$ cat config.mk
export PLATFORM = sky130hd
export DESIGN_NAME = prog_cycle_ctrl
export DESIGN_NICKNAME = d
export VERILOG_FILES = /design/src/rtl/pce_pkg.sv /design/src/rtl/pce_seq.sv /design/src/rtl/pce_status.sv /design/src/rtl/pce_array.sv /design/src/rtl/prog_cycle_ctrl.sv
export SDC_FILE = /design/constraint.sdc
export NUM_CORES = 1
export LEC_CHECK = 0
export ABC_CLOCK_PERIOD_IN_PS = 3600
export BUFFER_PORTS_ARGS = -buffer_cell sky130_fd_sc_hd__buf_4
export CORE_MARGIN = 3
export CORE_UTILIZATION = 63
export DETAILED_ROUTE_END_ITERATION = 16
export PLACE_DENSITY = 0.8
export SLEW_MARGIN = 10
export SYNTH_ARGS = -nofsm -noshare
export SYNTH_HDL_FRONTEND = slang
export SYNTH_HIERARCHICAL = 1
export SYNTH_SLANG_ARGS = --single-unit
$ cat constraint.sdc
create_clock -name clk -period 3.6 [get_ports clk]
set_input_delay 0.9 -clock clk [delete_from_list [all_inputs] [get_ports clk]]
set_output_delay 0.9 -clock clk [all_outputs]
set_load 0.1 [all_outputs]
$ cat src/rtl/pce_pkg.sv
package pce_pkg;

  typedef enum logic [2:0] {
    OP_CLR_ONE = 3'd0,
    OP_WR_ONE  = 3'd1,
    OP_CLR_ALL = 3'd2,
    OP_WR_ALL  = 3'd3,
    OP_LOCK_ON = 3'd4,
    OP_LOCK_OFF = 3'd5
  } pce_op_e;

  typedef enum logic [1:0] {
    ST_IDLE  = 2'd0,
    ST_ARMED = 2'd1,
    ST_BUSY  = 2'd2
  } pce_state_e;

  // opcodes 0..3 alter the array
  function automatic logic alters_array(input logic [2:0] op);
    return op <= 3'd3;
  endfunction

endpackage

$ cat src/rtl/pce_seq.sv
module pce_seq #(
  parameter int ADDR_W      = 6,
  parameter int DATA_W      = 16,
  parameter int PROG_CYCLES = 200
) (
  input  logic              clk,
  input  logic              rst_n,
  input  logic              cmd_fire_i,
  input  logic [2:0]        cmd_op_i,
  input  logic [ADDR_W-1:0] cmd_addr_i,
  input  logic [DATA_W-1:0] cmd_data_i,
  input  logic              cs_i,
  input  logic              sk_rise_i,
  output logic              cmd_ready_o,
  output logic              busy_o,
  output logic              wel_o,
  output logic              start_o,
  output logic              commit_o,
  output logic              commit_all_o,
  output logic [ADDR_W-1:0] commit_addr_o,
  output logic [DATA_W-1:0] commit_data_o
);
  import pce_pkg::*;

  localparam int CNT_W = $clog2(PROG_CYCLES + 1);
  localparam logic [CNT_W-1:0] CNT_LOAD = CNT_W'(PROG_CYCLES - 1);

  pce_state_e        state_q;
  logic              wel_q;
  logic [2:0]        op_q;
  logic [ADDR_W-1:0] addr_q;
  logic [DATA_W-1:0] data_q;
  logic [CNT_W-1:0]  cnt_q;

  always_ff @(posedge clk or negedge rst_n) begin
    if (!rst_n) begin
      state_q <= ST_IDLE;
      wel_q   <= 1'b0;
      op_q    <= 3'd0;
      addr_q  <= '0;
      data_q  <= '0;
      cnt_q   <= '0;
    end else begin
      case (state_q)
        ST_IDLE: begin
          if (cmd_fire_i) begin
            if (cmd_op_i == OP_LOCK_ON) begin
              wel_q <= 1'b1;
            end else if (cmd_op_i == OP_LOCK_OFF) begin
              wel_q <= 1'b0;
            end else if (alters_array(cmd_op_i) && wel_q) begin
              op_q    <= cmd_op_i;
              addr_q  <= cmd_addr_i;
              data_q  <= cmd_data_i;
              state_q <= ST_ARMED;
            end
          end
        end
        ST_ARMED: begin
          // select must drop before the next serial clock rise
          if (!cs_i) begin
            state_q <= ST_BUSY;
            cnt_q   <= CNT_LOAD;
          end else if (sk_rise_i) begin
            state_q <= ST_IDLE;
          end
        end
        ST_BUSY: begin
          if (cnt_q == '0) begin
            state_q <= ST_IDLE;
          end else begin
            cnt_q <= cnt_q - 1'b1;
          end
        end
        default: state_q <= ST_IDLE;
      endcase
    end
  end

  logic is_clear;
  assign is_clear = (op_q == OP_CLR_ONE) || (op_q == OP_CLR_ALL);

  assign cmd_ready_o   = (state_q == ST_IDLE);
  assign busy_o        = (state_q == ST_BUSY);
  assign wel_o         = wel_q;
  assign start_o       = (state_q == ST_ARMED) && !cs_i;
  assign commit_o      = (state_q == ST_BUSY) && (cnt_q == '0);
  assign commit_all_o  = (op_q == OP_CLR_ALL) || (op_q == OP_WR_ALL);
  assign commit_addr_o = addr_q;
  assign commit_data_o = is_clear ? {DATA_W{1'b1}} : data_q;

endmodule

$ cat src/rtl/pce_status.sv
module pce_status (
  input  logic clk,
  input  logic rst_n,
  input  logic cs_i,
  input  logic sk_rise_i,
  input  logic sk_fall_i,
  input  logic di_i,
  input  logic start_i,
  input  logic busy_i,
  output logic status_oe_o,
  output logic status_do_o
);

  logic shown_q;
  logic drop_q;

  always_ff @(posedge clk or negedge rst_n) begin
    if (!rst_n) begin
      shown_q <= 1'b0;
      drop_q  <= 1'b0;
    end else if (start_i) begin
      shown_q <= 1'b1;
      drop_q  <= 1'b0;
    end else begin
      if (shown_q && cs_i && sk_rise_i && di_i) begin
        drop_q <= 1'b1;
      end
      if (sk_fall_i && drop_q) begin
        shown_q <= 1'b0;
        drop_q  <= 1'b0;
      end
    end
  end

  assign status_oe_o = shown_q && cs_i;
  assign status_do_o = !busy_i;

endmodule

$ cat src/rtl/pce_array.sv
module pce_array #(
  parameter int ADDR_W = 6,
  parameter int DATA_W = 16
) (
  input  logic              clk,
  input  logic              we_i,
  input  logic              all_i,
  input  logic [ADDR_W-1:0] addr_i,
  input  logic [DATA_W-1:0] data_i,
  input  logic [ADDR_W-1:0] rd_addr_i,
  output logic [DATA_W-1:0] rd_data_o
);

  localparam int WORDS = 1 << ADDR_W;

  logic [DATA_W-1:0] words [WORDS];

  for (genvar w = 0; w < WORDS; w++) begin : g_word
    logic [DATA_W-1:0] word_q;
    logic              hit;
    assign hit = we_i && (all_i || (addr_i == ADDR_W'(w)));
    // contents are nonvolatile: no reset
    always_ff @(posedge clk) begin
      if (hit) begin
        word_q <= data_i;
      end
    end
    assign words[w] = word_q;
  end

  assign rd_data_o = words[rd_addr_i];

endmodule

$ cat src/rtl/prog_cycle_ctrl.sv
module prog_cycle_ctrl #(
  parameter int ADDR_W      = 6,
  parameter int DATA_W      = 16,
  parameter int PROG_CYCLES = 200
) (
  input  logic              clk,
  input  logic              rst_n,
  input  logic              cs_i,
  input  logic              sk_rise_i,
  input  logic              sk_fall_i,
  input  logic              di_i,
  input  logic              cmd_valid_i,
  output logic              cmd_ready_o,
  input  logic [2:0]        cmd_op_i,
  input  logic [ADDR_W-1:0] cmd_addr_i,
  input  logic [DATA_W-1:0] cmd_data_i,
  input  logic [ADDR_W-1:0] rd_addr_i,
  output logic [DATA_W-1:0] rd_data_o,
  output logic              busy_o,
  output logic              status_oe_o,
  output logic              status_do_o
);

  logic              cmd_fire;
  logic              wel;
  logic              start;
  logic              commit;
  logic              commit_all;
  logic [ADDR_W-1:0] commit_addr;
  logic [DATA_W-1:0] commit_data;

  assign cmd_fire = cmd_valid_i && cmd_ready_o;

  pce_seq #(
    .ADDR_W      (ADDR_W),
    .DATA_W      (DATA_W),
    .PROG_CYCLES (PROG_CYCLES)
  ) u_seq (
    .clk           (clk),
    .rst_n         (rst_n),
    .cmd_fire_i    (cmd_fire),
    .cmd_op_i      (cmd_op_i),
    .cmd_addr_i    (cmd_addr_i),
    .cmd_data_i    (cmd_data_i),
    .cs_i          (cs_i),
    .sk_rise_i     (sk_rise_i),
    .cmd_ready_o   (cmd_ready_o),
    .busy_o        (busy_o),
    .wel_o         (wel),
    .start_o       (start),
    .commit_o      (commit),
    .commit_all_o  (commit_all),
    .commit_addr_o (commit_addr),
    .commit_data_o (commit_data)
  );

  pce_status u_status (
    .clk         (clk),
    .rst_n       (rst_n),
    .cs_i        (cs_i),
    .sk_rise_i   (sk_rise_i),
    .sk_fall_i   (sk_fall_i),
    .di_i        (di_i),
    .start_i     (start),
    .busy_i      (busy_o),
    .status_oe_o (status_oe_o),
    .status_do_o (status_do_o)
  );

  pce_array #(
    .ADDR_W (ADDR_W),
    .DATA_W (DATA_W)
  ) u_array (
    .clk       (clk),
    .we_i      (commit),
    .all_i     (commit_all),
    .addr_i    (commit_addr),
    .data_i    (commit_data),
    .rd_addr_i (rd_addr_i),
    .rd_data_o (rd_data_o)
  );

endmodule

Word level (Yosys, flattened, before mapping)
Index checks and enable logic that the tools add are counted.

operators by class
  mux-type cells = 22
  $add $sub $neg = 1
  equality and inequality tests = 77
  bitwise gates (word level) = 3
  magnitude comparators = 2
  reductions and logical operators = 152

operators by type and width
  operator             count
  $eq 6x6->1 const B   32
  $bmux 16 s6          1
  $eq 6x5->1 const B   16
  $logic_and 1x1->1    72
  $logic_or 1x1->1     66
  $eq 6x4->1 const B   8
  $mux 16              3
  $eq 6x3->1 const B   4
  $mux 8               2
  $pmux 8 s2           1
  $mux 2               7
  $eq 6x2->1 const B   2
  $ne 2x2->1 const B   5
  $logic_not 8->1      1
  $sub 8x1->8 const B  1
  $ge 7x7->1 const B   1
  $mux 1               7
  $not 6->7            1
  $eq 3x2->1 const B   2
  $eq 3x3->1 const B   2
  $eq 6x1->1 const B   1
  $logic_not 6->1      1
  $pmux 2 s3           1
  $reduce_and 3->1     2
  13 further kinds     18

word-level totals
  register bits after elaboration = 1062
  word-level logic and storage cells = 329

Longest topological paths before layout
  depth in word-level cells = 7
  gate-level depth with buffers = 9

By module
The synthesis kept the hierarchy.

by module, submodules not included
  module           instances  cells an instance  area each (µm²)  seq. area each (µm²)
  pce_array        1          1813               39890.8          30749.5
  pce_seq          1          133                1692.9           900.9
  pce_status       1          9                  97.6             50.0
  prog_cycle_ctrl  1          1                  6.3              0.0

Worst setup path before layout
OpenSTA, ideal clock, no wires.

  kind = input to output
  start point = input rd_addr_i[1]
  end point = output rd_data_o[1]
  data arrival time = 4.246 ns
  slack = -1.546 ns
  buffers on the path = 3
  stages on the path = 7
  cell sequence = buf_2 -> buf_2 -> buf_2 -> mux4_2 -> o31a_1 -> o21ai_0 -> o31ai_1

on the way
  word-level cells in the longest chain between the ends = 4

RTL lines
  item                                        line                   RTL
  start: declaration                          prog_cycle_ctrl.sv:17  input logic [ADDR_W-1:0] rd_addr_i,
  $not 6->7 (implied by the code)             pce_array.sv:31        assign rd_data_o = words[rd_addr_i];
  $bmux 16 s6                                 pce_array.sv:31
  $mux 16 (implied by the code) (2 in a row)  pce_array.sv:31
  end: declaration                            prog_cycle_ctrl.sv:18  output logic [DATA_W-1:0] rd_data_o,

Every way passes these cells. The select of a mux whose other input is x is not followed.

Final worst setup path
  start point = input rd_addr_i[1]
  end point = output rd_data_o[11]

The elaborated chain is that of the path after synthesis.

==> summary.txt <==
Outcome
  • Status: finished with violations
  • Failing checks: negative setup slack

Setup path
  • Worst endpoint required time: about 2700 ps
  • Worst setup EP type: output pin
  • Crit path kind: in2out
  • Worst setup SP type: input port
  • Crit path DAT: just over 3000 ps
  • Crit-path max FO: 9

Synthesis
  • YS warnings: 6
  • Number of flops mapped to enable cells by yosys: 1024
  • Top cells by area, synth: edfxtp_1, mux4_2, dfrtp_1, mux2i_1, a21oi_1
  • Post-synthesis adder-cell area fraction: 0.06003%
  • Synth cell types: 55
  • Ys async rst share: 3.578%
  • Synthesized flop and latch total: between 1000 and 1500
  • Area fraction in compound gates after synthesis: around 2.9%
  • Sequential area share after synthesis: 76.04%
  • Area leader, netlist: edfxtp_1
  • Post-synthesis mux area share: between 15 and 20%
  • Largest family of logic cells by synthesized area: multiplexers
  • Post-synthesis cell area: around 42000 um^2
  • Synth Area in Simple Gates: roughly 3.0%
  • Mapped Nets: between 1500 and 2000
  • Synth Area per Inst: between 20 and 25 um^2
  • Ys flop type: edfxtp_1
  • Cell count after synthesis: ~2000
  • Xor/xnor share of the synthesized area: 0%
  • Share of the synthesized area in the top cell type: between 70% and 80%

Timing
  • Tcrit/Tclk final: 110.1%
  • Post-route minimum period: roughly 4000 ps
  • RSZ-0062 raised after global routing: true
  • Final clock skew: roughly 21 ps
  • Post-route setup slack: -362.7 ps
  • Max-slew violations: 0
  • Slew HR: about a third
  • Final Hold Viols: 0
  • Final setup viols: 16
  • Worst Tran Pin Value: 1016 ps
  • Max Clock Freq: around 250 MHz

GRT
  • First-pass GRT wire length: 163300 um
  • Vias in the first global route: 23314
  • Gr usage total: 32.82%
  • Initial antenna violation count: 1
  • Largest net degree at the start of global routing: 65
  • GRT overflow: 0

Clock tree
  • Longest Clk Path Bufs: 3
  • Latest clock arrival within the worst-skew pair: 670 ps
  • Clk slew on worst S/H paths: 60 ps
  • H-tree levels: 3
  • Inserted Clock Buffers: roughly 100
  • Clock Sinks: between 1000 and 1500
  • Clk root buf: clkbuf_16
  • CTS tree: yes

Final layout
  • Most frequent cells in the layout: edfxtp_1, mux4_2, buf_4
  • Area delta synth->final: 18.38%
  • Layout cell share with drive strength beyond 1: between 30 and 40%
  • Final non-filler cell total: ~3200
  • Commonest non-fill, non-tap cell in the layout: edfxtp_1
  • FF+latch area: 31700 um^2
  • Fin nets: about 2300
  • Area of the multi-input gates: between 9000 and 10000 um^2
  • Fillers: 3122

Pwr
  • Flop pwr share: approximately 53%
  • NetSw: approximately 5200 uW
  • Int Pwr: slightly below 20000 uW
  • Worst VDD drop: between 0.0004 and 0.0005 V
  • Switching Fraction: between 20% and 30%
  • Logic pwr share: 4.5%
  • Static leakage: ~0.019 uW
  • Power per cell area: roughly 510 nW/um^2
  • Clock Power Share: 42.2%

Routing
  • Post-route antenna net violation count: 0
  • Vias: 22877
  • Final wirelength: approximately 110000 um
  • Drt first pass iters: 6
  • Initial drt markers: approximately 4000
  • Drc violations: 0
  • Drt wl/cell: between 30 and 40 um
  • Vias per inst: about 7.1

Min path
  • HP Class: in2async

Floorplanning
  • Core Rows: 93
  • Die H: 263.2 um
  • Die Wd: 263.2 um
  • Die area: a little under 70000 um^2
  • Num ports: between 50 and 60
  • Core ar.: 64930 um^2
  • Initial core utilization: between 60% and 70%

Placement
  • DP Worst Slack: -572.3 ps
  • IO Port Bufs: 57
  • Post-DP HPWL: between 60000 and 70000 um
  • Final GP Congestion: between 0.9 and 1
  • Post-Place Cells: 2988

Run
  • Max-capacitance violation count: 0
## stage by stage
step                      hold slack, ps  area, um^2  util [%]  total power [uW]  setup TNS (ps)
after floorplan                    448.9       41940         -             14160          -70.95
after global placement             462.2       44940     69.22             14500           -6137
after detailed placement           475.3       44940     69.22             14510           -6507
after CTS                          197.9       49080     75.59             25000           -3524
after global routing               234.4       49350     76.00             25540           -4712
final                              195.8       49350     76.00             25030           -4579
## worst max-delay path: stages
cell	delay [ps]
buf_8	200
buf_4	290
buf_4	270
mux4_2	370
nor2_1	260
a211oi_4	110
o21ai_2	220
buf_6	180
o21ai_4	70
buf_12	170
## cell families after synthesis
kind of cell / count (synthesis)
flops: 1062
simple gates: 227
fa+ha+maj: 2
mux: 350
buf+inv: 116
compound gates: 199
## flip-flops by register name (all words and copies together), names as in the netlist, 2 cells and up
name                   cells
u_array/g_word.word_q   1024
u_seq/cnt_q                8
u_seq/commit_addr_o        6
u_seq/data_q              16
u_seq/op_q                 3
u_seq/state_q              2
## repair_timing
action / 4_1_cts / 5_1_grt
gates cloned: 5 / 2
gates resized for setup: 136 / 36
setup endpoints to repair: 16 / 16
hold buffers: 0 / 0
buffers inserted: 14 / 8
pin swaps: 12 / 14
endpoints found under the hold margin: 0 / 0
## synthesized netlist by cell type, types with 2 or more instances
master / n
a211oi_1: 13
a21oi_1: 74
a32o_1: 3
and2_1: 5
buf_1: 12
buf_2: 24
buf_4: 23
buf_6: 7
clkbuf_1: 43
dfrtp_1: 38
edfxtp_1: 1024
ha_1: 2
inv_1: 4
inv_2: 2
mux2_1: 18
mux2_2: 10
mux2i_1: 51
mux4_2: 271
nand2_1: 18
nand2b_1: 14
nand3_1: 3
nand4b_1: 2
nor2_1: 63
nor2b_1: 49
nor3_1: 25
nor4_1: 3
o211ai_2: 2
o21a_1: 20
o21ai_0: 41
o21ai_1: 14
o22ai_1: 20
o31a_1: 2
o31ai_1: 3
or2_2: 21
or3_1: 11
or3b_1: 2
## worst paths after layout
check	start	endpoint	slack, ps	depth (start not counted)
hold reg to reg	u_seq/data_q[7]$_DFFE_PN0P_	u_seq/data_q[7]$_DFFE_PN0P_	490	1
min in group clk	cmd_op_i[0]	u_seq/wel_o$_DFFE_PN0P_	420	2
max in group asynchronous	rst_n	u_seq/data_q[11]$_DFFE_PN0P_	3050	1
hold / removal	rst_n	u_seq/cnt_q[5]$_DFFE_PN0P_	200	1
setup reg to reg	u_seq/cnt_q[0]$_DFFE_PN0P_	u_array/g_word[6].word_q[9]$_DFFE_PP_	320	7
setup / recovery	rd_addr_i[1]	rd_data_o[11]	-360	10
## cell type report
cell class	count	area share, %
tap	855	2.168
inverter	6	0.04564
antenna	1	0.005071
clock inverter	57	1.083
multi-input combinational	778	20.25
sequential	1062	64.24
timing repair buffer	316	6.686
clock buffer	130	5.525
## routing by layer
metal | vias up | part of all wire, % | global-route usage (%)
met2 | 2084 | 48 | 51.51
met1 | 11565 | 33 | 43.65
li1 | 8752 | - | -
met3 | 476 | 14 | 8.850
met5 | - | 0 | 0
met4 | 0 | 5.7 | 15.72
## power by group through the flow
stage	clock network (uW)	registers, uW	logic, uW
after floorplan	0	13600	558
after detailed placement	0	13600	908
after global routing	11100	13300	1150
final	10600	13300	1130
after global placement	0	13600	896
after CTS	10600	13300	1060
Note: power is estimated with default switching activity, not from simulation.
